===== src/rtl/fuse_pkg.sv =====
// Shared encodings for the pair fusion detector.
// Assumes: class codes come from an upstream decoder; fused op codes are
// consumed by the ALU issue logic.
package fuse_pkg;

    localparam int CLS_W = 4;
    localparam int FOP_W = 4;
    localparam logic [1:0] SZ_LONG = 2'b10;

    typedef enum logic [CLS_W-1:0] {
        CLS_NONE = 4'd0,
        CLS_COPY = 4'd1,   // register to register move
        CLS_QIMM = 4'd2,   // quick immediate load, extended in decode
        CLS_MVS  = 4'd3,   // sign-extending move, extended in the ALU
        CLS_SWAP = 4'd4,
        CLS_LSR  = 4'd5,
        CLS_LSL  = 4'd6,
        CLS_XOR  = 4'd7,
        CLS_AND  = 4'd8,
        CLS_OR   = 4'd9,
        CLS_ADD  = 4'd10,
        CLS_SUB  = 4'd11
    } cls_e;

    typedef enum logic [FOP_W-1:0] {
        FOP_NONE    = 4'd0,
        FOP_CP_SWAP = 4'd1,
        FOP_CP_LSR  = 4'd2,
        FOP_CP_LSL  = 4'd3,
        FOP_QI_XOR  = 4'd4,
        FOP_QI_AND  = 4'd5,
        FOP_QI_OR   = 4'd6
    } fop_e;

    localparam int FOP_COUNT = 16;
    localparam int FOP_LAST  = 6;

endpackage


===== src/rtl/fuse_rule_check.sv =====
// Legality rules for merging two adjacent instructions.
// Produces a candidate fused op and its operands, with no validity or table
// filtering. Assumes the register fields of unused operands are don't-care.
module fuse_rule_check
    import fuse_pkg::*;
#(
    parameter int REG_W = 4,
    parameter int IMM_W = 8
) (
    input  logic [CLS_W-1:0] a_cls,
    input  logic             a_imm,
    input  logic [1:0]       a_size,
    input  logic [REG_W-1:0] a_src,
    input  logic [REG_W-1:0] a_dst,
    input  logic [IMM_W-1:0] a_immv,
    input  logic [CLS_W-1:0] b_cls,
    input  logic             b_imm,
    input  logic [1:0]       b_size,
    input  logic [REG_W-1:0] b_src0,
    input  logic [REG_W-1:0] b_src1,
    input  logic [REG_W-1:0] b_dst,
    input  logic [IMM_W-1:0] b_immv,
    output logic [FOP_W-1:0] cand_op,
    output logic [REG_W-1:0] cand_src,
    output logic [IMM_W-1:0] cand_imm
);

    logic shape_ok;
    logic rd0;
    logic rd1;

    // Shared preconditions: one common destination, long size on both.
    always_comb begin
        shape_ok = (a_size == SZ_LONG) && (b_size == SZ_LONG) && (a_dst == b_dst);
        rd0      = (b_src0 == a_dst);
        rd1      = (b_src1 == a_dst);
    end

    // Pattern match: a copy or decode-extended load feeding one ALU op.
    always_comb begin
        cand_op  = FOP_NONE;
        cand_src = '0;
        cand_imm = '0;
        if (shape_ok && (a_cls == CLS_COPY) && !a_imm && rd0) begin
            case (b_cls)
                CLS_SWAP: if (!b_imm) begin
                    cand_op  = FOP_CP_SWAP;
                    cand_src = a_src;
                end
                CLS_LSR: if (b_imm) begin
                    cand_op  = FOP_CP_LSR;
                    cand_src = a_src;
                    cand_imm = b_immv;
                end
                CLS_LSL: if (b_imm) begin
                    cand_op  = FOP_CP_LSL;
                    cand_src = a_src;
                    cand_imm = b_immv;
                end
                default: ;
            endcase
        end else if (shape_ok && (a_cls == CLS_QIMM) && a_imm && !b_imm && (rd0 != rd1)) begin
            case (b_cls)
                CLS_XOR: cand_op = FOP_QI_XOR;
                CLS_AND: cand_op = FOP_QI_AND;
                CLS_OR:  cand_op = FOP_QI_OR;
                default: cand_op = FOP_NONE;
            endcase
            if (cand_op != FOP_NONE) begin
                cand_src = rd0 ? b_src1 : b_src0;
                cand_imm = a_immv;
            end
        end
    end

endmodule


===== src/rtl/fuse_op_table.sv =====
// Table of fused operations the ALU implements.
// SUPPORT_MASK bit n enables fused op code n; codes past the defined set and
// code 0 are never legal. Assumes a purely combinational lookup.
module fuse_op_table
    import fuse_pkg::*;
#(
    parameter logic [FOP_COUNT-1:0] SUPPORT_MASK = 16'h007E
) (
    input  logic [FOP_W-1:0] op_i,
    output logic             ok_o
);

    logic [FOP_COUNT-1:0] supported;

    // One table entry per code: enabled by the mask and inside the defined set.
    for (genvar g = 0; g < FOP_COUNT; g++) begin : g_entry
        if (g >= 1 && g <= FOP_LAST) begin : g_def
            assign supported[g] = SUPPORT_MASK[g];
        end else begin : g_undef
            assign supported[g] = 1'b0;
        end
    end

    // Lookup of the candidate code.
    assign ok_o = supported[op_i];

endmodule


===== src/rtl/fuse_pair_detector.sv =====
// Top of the pair fusion detector.
// Combines the legality rules with the supported-op table, gates with slot
// validity, and registers the decision. Assumes slot A is older in program
// order; when not fused only slot A issues.
module fuse_pair_detector
    import fuse_pkg::*;
#(
    parameter int REG_W = 4,
    parameter int IMM_W = 8,
    parameter logic [FOP_COUNT-1:0] SUPPORT_MASK = 16'h007E
) (
    input  logic             clk,
    input  logic             rst_n,
    input  logic             a_valid,
    input  logic [CLS_W-1:0] a_cls,
    input  logic             a_imm,
    input  logic [1:0]       a_size,
    input  logic [REG_W-1:0] a_src,
    input  logic [REG_W-1:0] a_dst,
    input  logic [IMM_W-1:0] a_immv,
    input  logic             b_valid,
    input  logic [CLS_W-1:0] b_cls,
    input  logic             b_imm,
    input  logic [1:0]       b_size,
    input  logic [REG_W-1:0] b_src0,
    input  logic [REG_W-1:0] b_src1,
    input  logic [REG_W-1:0] b_dst,
    input  logic [IMM_W-1:0] b_immv,
    output logic             fuse_o,
    output logic [FOP_W-1:0] op_o,
    output logic [REG_W-1:0] src_o,
    output logic [IMM_W-1:0] imm_o,
    output logic [REG_W-1:0] dst_o,
    output logic [1:0]       take_o
);

    logic [FOP_W-1:0] cand_op;
    logic [REG_W-1:0] cand_src;
    logic [IMM_W-1:0] cand_imm;
    logic             tbl_ok;
    logic             pair_ok;

    fuse_rule_check #(.REG_W(REG_W), .IMM_W(IMM_W)) u_rules (
        .a_cls(a_cls), .a_imm(a_imm), .a_size(a_size), .a_src(a_src),
        .a_dst(a_dst), .a_immv(a_immv),
        .b_cls(b_cls), .b_imm(b_imm), .b_size(b_size), .b_src0(b_src0),
        .b_src1(b_src1), .b_dst(b_dst), .b_immv(b_immv),
        .cand_op(cand_op), .cand_src(cand_src), .cand_imm(cand_imm)
    );

    fuse_op_table #(.SUPPORT_MASK(SUPPORT_MASK)) u_table (
        .op_i(cand_op),
        .ok_o(tbl_ok)
    );

    // Final merge decision: both slots present and a supported candidate.
    always_comb begin
        pair_ok = a_valid && b_valid && tbl_ok;
    end

    // Decision register: zero in reset, otherwise the fused or single issue.
    always_ff @(posedge clk) begin
        if (!rst_n) begin
            fuse_o <= 1'b0;
            op_o   <= '0;
            src_o  <= '0;
            imm_o  <= '0;
            dst_o  <= '0;
            take_o <= 2'd0;
        end else begin
            fuse_o <= pair_ok;
            op_o   <= pair_ok ? cand_op  : '0;
            src_o  <= pair_ok ? cand_src : '0;
            imm_o  <= pair_ok ? cand_imm : '0;
            dst_o  <= pair_ok ? a_dst    : '0;
            take_o <= pair_ok ? 2'd2 : (a_valid ? 2'd1 : 2'd0);
        end
    end

    // A fused result always came from one shared destination.
    p_shared_dst_r3: assert property (@(posedge clk) disable iff (!rst_n)
        fuse_o |-> ($past(a_dst) == $past(b_dst)) && (dst_o == $past(a_dst)));

    // The older instruction of a fused pair never used the ALU.
    p_first_no_alu_r7: assert property (@(posedge clk) disable iff (!rst_n)
        fuse_o |-> ($past(a_cls) == CLS_COPY) || ($past(a_cls) == CLS_QIMM));

    // An ALU-extended move is never the older half of a fused pair.
    p_alu_ext_blocks_r8: assert property (@(posedge clk) disable iff (!rst_n)
        fuse_o |-> ($past(a_cls) != CLS_MVS));

    // Both halves of a fused pair were long.
    p_long_only_r10: assert property (@(posedge clk) disable iff (!rst_n)
        fuse_o |-> ($past(a_size) == SZ_LONG) && ($past(b_size) == SZ_LONG));

    // Fused decisions consume two slots and had both slots valid.
    p_fused_take_r11: assert property (@(posedge clk) disable iff (!rst_n)
        fuse_o |-> (take_o == 2'd2) && $past(a_valid) && $past(b_valid) && (op_o != FOP_NONE));

    // Unfused decisions issue only the older slot and clear the op.
    p_single_take_r11: assert property (@(posedge clk) disable iff (!rst_n)
        (!fuse_o && $past(rst_n)) |-> (op_o == FOP_NONE) && (take_o == {1'b0, $past(a_valid)}));

endmodule


===== config.mk =====
export PLATFORM = sky130hd
export DESIGN_NAME = fuse_pair_detector
export DESIGN_NICKNAME = d
export VERILOG_FILES = /design/src/rtl/fuse_pkg.sv /design/src/rtl/fuse_rule_check.sv /design/src/rtl/fuse_op_table.sv /design/src/rtl/fuse_pair_detector.sv
export SDC_FILE = /design/constraint.sdc
export NUM_CORES = 1
export LEC_CHECK = 0
export BUFFER_PORTS_ARGS = -buffer_cell sky130_fd_sc_hd__buf_2
export CAP_MARGIN = 20
export CORE_ASPECT_RATIO = 1.2
export CORE_MARGIN = 2
export CORE_UTILIZATION = 45
export CTS_CLUSTER_SIZE = 8
export DETAILED_ROUTE_END_ITERATION = 7
export PLACE_DENSITY = 0.95
export SYNTH_ARGS = -nofsm -noshare
export SYNTH_HDL_FRONTEND = slang
export SYNTH_SLANG_ARGS = --single-unit

===== constraint.sdc =====
create_clock -name clk -period 5.13 [get_ports clk]
set_input_delay 0.513 -clock clk [delete_from_list [all_inputs] [get_ports clk]]
set_output_delay 0.513 -clock clk [all_outputs]
set_load 0.005 [all_outputs]

Yosys cells after proc, flatten, opt, wreduce, memory -nomap -nowiden:

Memories as Yosys holds them, arrays and structs flattened.
Cells that the tools add are included.

* magnitude comparators: 1
* equal/unequal tests: 14
* multiplexer cells: 24
* bitwise operators: 1
* reduce and logical (&&, ||, !) cells: 17

Operators with widths (count)
* $mux 4: 10
* $mux 8: 5
* $eq 4x3->1 const B: 4
* $eq 4x4->1: 3
* $pmux 4 s3: 1
* $logic_and 1x1->1: 11
* $pmux 3 s3: 1
* $eq 4x4->1 const B: 2
* $pmux 4 s2: 1
* $mux 2: 3
* $lt 4x5->1 const B: 1
* $eq 2x2->1 const B: 2
* $eq 4x1->1 const B: 1
* $eq 4x2->1 const B: 1
* $reduce_bool 4->1: 1
* $reduce_or 2->1: 2
* $mux 1: 3
* $logic_not 1->1: 2
* $reduce_and 2->1: 1
* $ne 1x1->1: 1
* $not 1->1: 1

* register bits after elaboration: 23
* ROM bits: 16
* input port bits: 54
* output and inout port bits: 23
* word-level logic and storage cells: 65
* memories: 1

Memory list
* (no name shown): depth 16, bits a word 1, rd ports 1, clocked after memory_dff 0, write ports 0, line fuse_op_table.sv:25 `assign ok_o = supported[op_i];`

Longest topological paths before layout:

Gate-level depths: netlist of run 1.

* word-level depth: 15
* mapped depth: 6
* depth with buffers taken out: 5

By module:

From an unflattened synthesis of run 1, not the netlist that was laid out.

* cell total of the unflattened synthesis: 109
* area total of the unflattened synthesis: 1139.8 µm²

Modules (own cells, without submodules)
* fuse_pair_detector: times used 1, cells each 48, area an instance 628.1 µm², seq. area each 440.4 µm²
* fuse_rule_check: times used 1, cells each 58, area an instance 485.5 µm², seq. area each 0.0 µm²
* fuse_op_table: times used 1, cells each 3, area an instance 26.3 µm², seq. area each 0.0 µm²

Worst setup path before layout of run 1:

OpenSTA, ideal clock, no wires.

* path kind: input-to-reg
* start point: in a_dst[1]
* end point: reg imm_o[4]
* setup time: 0.075 ns
* data arrival time: 1.923 ns
* data required time: 5.055 ns
* setup slack: 3.132 ns
* stages: 6
* buffers on the path: 1
* cells stage by stage: xor2_1 nor4_4 and4bb_4 nand3_4 buf_6 a22oi_2

* word-level cells in the longest chain between the ends: 12
* elaborated cells on any way between the ends: 20
* classes of those cells: eq/ne (4); mux (5); reduce/logical (10); memory (1)

Ends and longest elaborated chain
* start, declared: line fuse_pair_detector.sv:19 `input logic [REG_W-1:0] a_dst,`
* $eq 4x4->1: line fuse_rule_check.sv:34 `shape_ok = (a_size == SZ_LONG) && (b_size == SZ_LONG) && (a_dst == b_dst);`
* $logic_and 1x1->1: line fuse_rule_check.sv:34
* $logic_and 1x1->1 (4 in series): line fuse_rule_check.sv:62 `end else if (shape_ok && (a_cls == CLS_QIMM) && a_imm && !b_imm && (rd0 != rd1)) begin`
* $mux 4: line fuse_rule_check.sv:62
* $mux 4: line fuse_rule_check.sv:44 `if (shape_ok && (a_cls == CLS_COPY) && !a_imm && rd0) begin`
* $mem_v2 16x1
* $mux 1 (implied by the code): line fuse_op_table.sv:25
* $logic_and 1x1->1: line fuse_pair_detector.sv:58 `pair_ok = a_valid && b_valid && tbl_ok;`
* $reduce_and 2->1 (no source line)
* end signal, assigned: line fuse_pair_detector.sv:74 `imm_o <= pair_ok ? cand_imm : '0;`
* end, declared: line fuse_pair_detector.sv:32 `output logic [IMM_W-1:0] imm_o,`

Parallel ways exist; a longest one is shown, timed or not. The select of a mux whose other input is x is not followed.
A chain may end at the register's enable or synchronous reset.

Worst setup path in the final report of run 1:

* start point: in a_dst[1]
* end point: reg dst_o[0]

* word-level cells in the longest chain between the ends: 12
* elaborated cells on any way between the ends: 18
* classes of those cells: eq/ne (4); mux (3); reduce/logical (10); memory (1)

Ends and longest elaborated chain
* $eq 4x4->1: line fuse_rule_check.sv:34
* $logic_and 1x1->1: line fuse_rule_check.sv:34
* $logic_and 1x1->1 (4 in series): line fuse_rule_check.sv:62
* $mux 4: line fuse_rule_check.sv:62
* $mux 4 (*): line fuse_rule_check.sv:44
* $mem_v2 16x1 (*)
* $mux 1 (implied by the code) (*): line fuse_op_table.sv:25
* $logic_and 1x1->1 (*): line fuse_pair_detector.sv:58
* $reduce_and 2->1 (no source line) (*)
* end signal, assigned: line fuse_pair_detector.sv:75 `dst_o <= pair_ok ? a_dst : '0;`
* end, declared: line fuse_pair_detector.sv:33 `output logic [REG_W-1:0] dst_o,`

Mark *: on every way between the ends. The rest lies on a longest branch, timed or not. The select of a mux whose other input is x is not followed.

==> summary.md, run 1 <==
| Metric | Value |
|---|---|
| Status | completed |
| Worst Path Buf+Inv | 1 |
| # port buffers | 75 |
| Final Slew Violations | 0 |
| Synth Flop Type | dfxtp_1 |
| CTS Hold Bufs | 0 |
| Gate Count Post-Synth | 119 |
| Fin crit period | 3.10 ns |
| WL/cell | 14.0 um |
| Clock Tree Buf Depth | 2 |
| Worst path slowest cell | nand4_1 |
| HP Start | b_valid |
| Syn Nets | 173 |
| GRT met1 Usage | 23.6% |
| Fillcell total | 231 |
| Crit path max-delay family | simple AND/OR/NAND/NOR gates |
| # H-tree levels | 1 |
| Worst endpoint required time | 5.33 ns |
| Critical Path AT | 3.30 ns |
| Via count | 1196 |
| VDD IR max | 0.142 mV |
| Setup_tns | 0 ns |
| Relative slew slack | 32.9% |
| Post-synth EDFFs | 0 |
| Multi-input logic area | 668 um2 |
| Mapped Area | 0.00117 mm2 |
| Resized Gates After CTS | 0 |
| FFs w/ async S/R, synth | 0% |
| Worst Tran Pin Value | 1.00 ns |
| DRC violations left | 0 |
| Antenna diodes | 0 |
| Area of the core | 0.00250 mm2 |
| GR Layer Usage met2 | 35.9% |
| First-pass GRT wire length | 4.62 mm |
| Num CTS Buffers | 3 |
| Gp weighted congestion | 0.808 |
| Sink Count | 21 |
| Height of the die | 60.0 um |
| CTS tree | built |
| RSZ-0062 raised after global routing | no |
| Max stage delay on crit path | 0.96 ns |
| Clock Pin Slew Worst Setup and Hold Paths | 0.12 ns |
| # IOs | 77 |
| Final net count | 244 |
| DP HPWL | 2.53 mm |
| Critical Path End Type | flip-flop |
| Mapped Avg Cell Area | 9.87 um2 |
| Yosys warning count | 0 |
| Period utilization | 60.4% |
| GR Overflow Total | 0 |
| Post-CTS setup buffer count | 0 |
| Root Driver | clkbuf_4 |
| Initial antenna violation count | 0 |
| Fmax | 0.323 GHz |
| Design Power | 0.301 mW |
| Critical path class | input port to flip-flop |
| Largest net degree at the start of global routing | 21 |
| GR Util met3 | 2.75% |
| FF/Latch Area | 420 um2 |
| Static Leak | 0.693 nW |
| Synth Register Bits | 21 |
| Final Hold Violating Endpoints | 0 |
| Max FO, Critical Path | 20 |
| Startpoint types | input port |
| DR vias/cell | 5.39 |
| Die area | 0.00304 mm2 |
| Final wirelength | 3.10 mm |
| Final ANT Viol Nets | 0 |
| HP Class | input port to flip-flop |
| Setup violators final | 0 |
| Seq/Total Area, Yosys | 35.8% |
| Power per cell area | 193 mW/mm2 |
| Initial DRC count | 15 |
| Vias in the first global route | 1065 |
| Gr usage total | 19.9% |
| Top Usage Layer GRT | met2 |
| Area Overhead vs Synth | 32.7% |
| Core Rows | 20 |
| Die Wd | 50.6 um |
| Synth cell types | 35 |
| Initial Util | 47.0% |
| Layout cells sized above 1 | 49.7% |
| Max-Cap Viols | 0 |
| Crit path cell chain | buf_2 > xor2_1 > nor4_4 > xnor2_1 > nand4_1 > a21boi_0 |
| Setup crit start | a_dst[1] |
| Pre-antenna DRT Iters | 4 |
where the power goes:
part | switching, mW | internal (mW)
logic | 0.0297 | 0.0282
clock network | 0.0503 | 0.0290
registers | 0.0000615 | 0.163
total | 0.0801 | 0.221
metrics by stage:
step                      setup slack (ns)  instances  hold slack [ns]  instance area [um2]  utilization [%]
final                                 2.03        222            0.374                 1560             62.3
after global routing                  1.83        222            0.385                 1560             62.3
after CTS                             1.86        221            0.375                 1550             62.0
after detailed placement              1.51        217            0.700                 1520             60.9
after global placement                1.76        217            0.695                 1520             60.9
after floorplan                       3.13        119            0.586                 1170                -
logic make-up (layout without fill, tap and decap cells):
group,after synthesis,count (layout),share of synthesized area [%]
other,1,1,0.319
flip-flops,21,21,35.8
buffers and inverters,15,85,7.35
AND/OR/NAND/NOR,39,39,22.2
AO/OA/AOI/OAI,23,23,18.9
XOR/XNOR,15,15,11.2
multiplexers,5,5,4.37
sequential cells by signal (all words and copies together) (netlist names):
signal	count
imm_o	8
dst_o	4
src_o	4
op_o	3
fuse_o	1
take_o	1
synth_stat cells (2+ instances only):
cell      count  area (um2)
nand3_1       9        45.0
dfxtp_1      21         420
o22ai_2       4        50.1
a22oi_2       5        62.6
a21boi_0      4        30.0
xnor2_1      10        87.6
nand4_1      12        75.1
buf_6         2        22.5
nor2b_1       3        18.8
buf_4         3        22.5
xor2_1        5        43.8
clkbuf_1      2        7.51
mux2i_1       4        40.0
and3_1        2        12.5
a22oi_1       4        30.0
nand2_1       3        11.3
buf_2         3        15.0
inv_1         5        18.8
nor2_1        2        7.51
layout make-up:
type	count	share of cell area, %
multi-input combinational	83	42.9
sequential	21	27.0
timing repair buffer	76	24.6
tap	33	2.65
clock buffer	3	1.44
inverter	5	1.20
clock inverter	1	0.321
path summary, 6_finish.rpt:
path	to	slack, ns	depth (start not counted)
hold / removal	take_o[0]	0.37	2
setup / recovery	dst_o[0]	2.03	6
layout by cell type, fill, tap and decap left out:
master,netlist,final
a311oi_1,1,1
a31o_2,1,1
and4bb_4,1,1
nor3_1,1,1
nand2_1,3,3
nor3b_1,1,1
nor4_4,1,1
nor2_1,2,2
nor4b_1,1,1
mux2i_1,4,4
a32o_1,1,1
buf_2,3,75
xnor2_1,10,10
conb_1,1,1
nand4_1,12,12
a21boi_0,4,4
nand3_1,9,9
inv_1,5,5
a32oi_1,1,1
dfxtp_1,21,21
nor2b_1,3,3
and2_1,1,1
nand3_4,1,1
xor2_1,5,5
clkbuf_4,0,4
a21oi_1,1,1
mux2_2,1,1
clkinv_2,0,1
a211oi_1,1,1
a22oi_2,5,5
o22ai_2,4,4
nand3b_1,1,1
a22oi_1,4,4
and3_1,2,2
layer usage:
layer | part of all wire [%] | wire, um
met5 | 0 | 0
met1 | 37 | 1150
met3 | 8.5 | 265
met2 | 52 | 1600
met4 | 2.7 | 83
Power figures use the tool's default switching activity.
==> run 2, diff against run 1 <==
CORE_UTILIZATION = 37   (was 45)
PLACE_DENSITY = 0.85   (was 0.95)
clock period = 2.8 ns   (was 5.13 ns; I/O delays follow)
==> summary.md, run 2 (same netlist as run 1, synthesis figures left out) <==
| Metric | Value |
|---|---|
| Antenna diodes | 0 (unchanged) |
| Layout cells sized above 1 | 50.5% (+0.79 points) |
| DP HPWL | 2.46 mm (-2.9%) |
| Core Rows | 22 (+10%) |
| Largest register FFs | 8 (unchanged) |
| Initial DRC count | 26 (+11) |
| # H-tree levels | 1 (unchanged) |
| Period utilization | 67.6% |
| Critical Path AT | 2.12 ns (-1.18 ns) |
| Startpoint types | input port |
| WL/cell | 12.9 um (-7.5%) |
| Die area | 0.00364 mm2 (+20%) |
| Area Overhead vs Synth | 34.9% |
| Initial antenna violation count | 0 (unchanged) |
| Max FO, Critical Path | 12 (-40%) |
| Top Usage Layer GRT | met2 |
| HP Start | b_valid |
| Num CTS Buffers | 3 (unchanged) |
| GRT met1 Usage | 19.2% (-4.5 points) |
| Clock Tree Buf Depth | 2 (unchanged) |
| Final Hold Violating Endpoints | 0 (unchanged) |
| Setup crit start | a_dst[0] |
| Critical Path End Type | flip-flop |
| Crit path cell chain | buf_2 > xor2_1 > nor4_4 > xnor2_1 > nand4_1 > buf_4 > a211oi_1 |
| Design Power | 0.550 mW (+83%) |
| CTS Hold Bufs | 0 (unchanged) |
| Static Leak | 0.708 nW (+2.1%) |
| Crit path max-delay family | XOR/XNOR gates |
| Final ANT Viol Nets | 0 (unchanged) |
| Root Driver | clkbuf_4 |
| Gr usage total | 15.8% (-4.1 points) |
| Initial Util | 38.5% (-8.5 points) |
| GR Layer Usage met2 | 26.6% (-9.3 points) |
| GR Util met3 | 3.15% (+0.40 points) |
| Commonest non-fill, non-tap cell in the layout | buf_2 |
| Post-CTS setup buffer count | 0 (unchanged) |
| Relative slew slack | 44.6% (+12 points) |
| Largest registers | imm_o x8, dst_o x4, src_o x4 |
| Critical path class | input port to flip-flop |
| Worst path slowest cell | xnor2_1 |
| Worst Path Buf+Inv | 2 (+1) |
| Status | completed |
| Final WS setup | 0.908 ns (-1.12 ns) |
| Clock Pin Slew Worst Setup and Hold Paths | 0.12 ns (about the same) |
| VDD IR max | 0.232 mV (+64%) |
| Gp weighted congestion | 0.908 (+12%) |
| Fmax | 0.529 GHz |
| DRC violations left | 0 (unchanged) |
| Height of the die | 65.7 um (+9.6%) |
| Die Wd | 55.4 um (+9.5%) |
| Final wirelength | 2.95 mm (-5.0%) |
| Pre-CTS setup slack | 0.549 ns (-0.962 ns) |
| Fin util | 51.9% (-10 points) |
| # port buffers | 75 (unchanged) |
| Max stage delay on crit path | 0.68 ns (-0.28 ns) |
| Vias in the first global route | 1066 (+0.094%) |
| Max-Cap Viols | 0 (unchanged) |
| Final net count | 247 (+1.2%) |
| RSZ-0062 raised after global routing | no |
| Power per cell area | 347 mW/mm2 (+80%) |
| Via count | 1169 (-2.3%) |
| Fillcell total | 299 (+29%) |
| Setup violators final | 0 (unchanged) |
| Resized Gates After CTS | 0 (unchanged) |
| Setup_tns | 0 ns (unchanged) |
| First-pass GRT wire length | 4.61 mm (-0.15%) |
| Worst endpoint required time | 3.02 ns (-2.31 ns) |
| # IOs | 77 (unchanged) |
| Most frequent cells in the layout | 75 x buf_2, 21 x dfxtp_1, 12 x nand4_1, 10 x xnor2_1, 9 x nand3_1 |
| CTS tree | built |
| Worst Tran Pin Value | 0.826 ns (-0.178 ns) |
| Sink Count | 21 (unchanged) |
| Fin crit period | 1.89 ns |
| Area of the core | 0.00306 mm2 (+22%) |
| Largest net degree at the start of global routing | 20 (-4.8%) |
| Final Slew Violations | 0 (unchanged) |
| HP Class | input port to flip-flop |
| GR Overflow Total | 0 (unchanged) |
| Largest Register | imm_o |
| DR vias/cell | 5.13 (-4.8%) |
| Pre-antenna DRT Iters | 4 (unchanged) |
-- run 2: cell types whose count changed in the layout (fill, tap and decap cells not counted) --
cell,delta
buf_4,+4
clkbuf_4,-1
-- run 2: area by class of cell --
cell class,count,area (um2),area share [%]
clock inverter,1,5.00,0.316
inverter,5,18.8,1.18
tap,36,45.0,2.84
multi-input combinational,83,668,42.1
clock buffer,3,22.5,1.42
sequential,21,420,26.5
timing repair buffer,79,405,25.6
-- run 2: report_power, final --
group          switching, mW  internal (mW)
Clock                 0.0913         0.0532
Combinational         0.0532         0.0525
Sequential          0.000134          0.299
-- run 2: layer usage --
layer / vias up / routed length, um / share of wire (%)
met5: - / 0 / 0
met4: 0 / 70 / 2.4
met3: 8 / 217 / 7.4
met2: 55 / 1480 / 50
met1: 524 / 1180 / 40
li1: 582 / - / -
-- run 2: worst paths after layout --
path	endpoint	depth (start not counted)
max	op_o[0]	7
min	take_o[0]	2
-- run 2: per-stage QoR --
step                cells  hold WS, ns  area (um2)
finish                228        0.144        1590
global route          228        0.128        1590
CTS                   228        0.132        1590
detailed placement    224        0.467        1560
global placement      224        0.466        1560
floorplan             119        0.353        1170
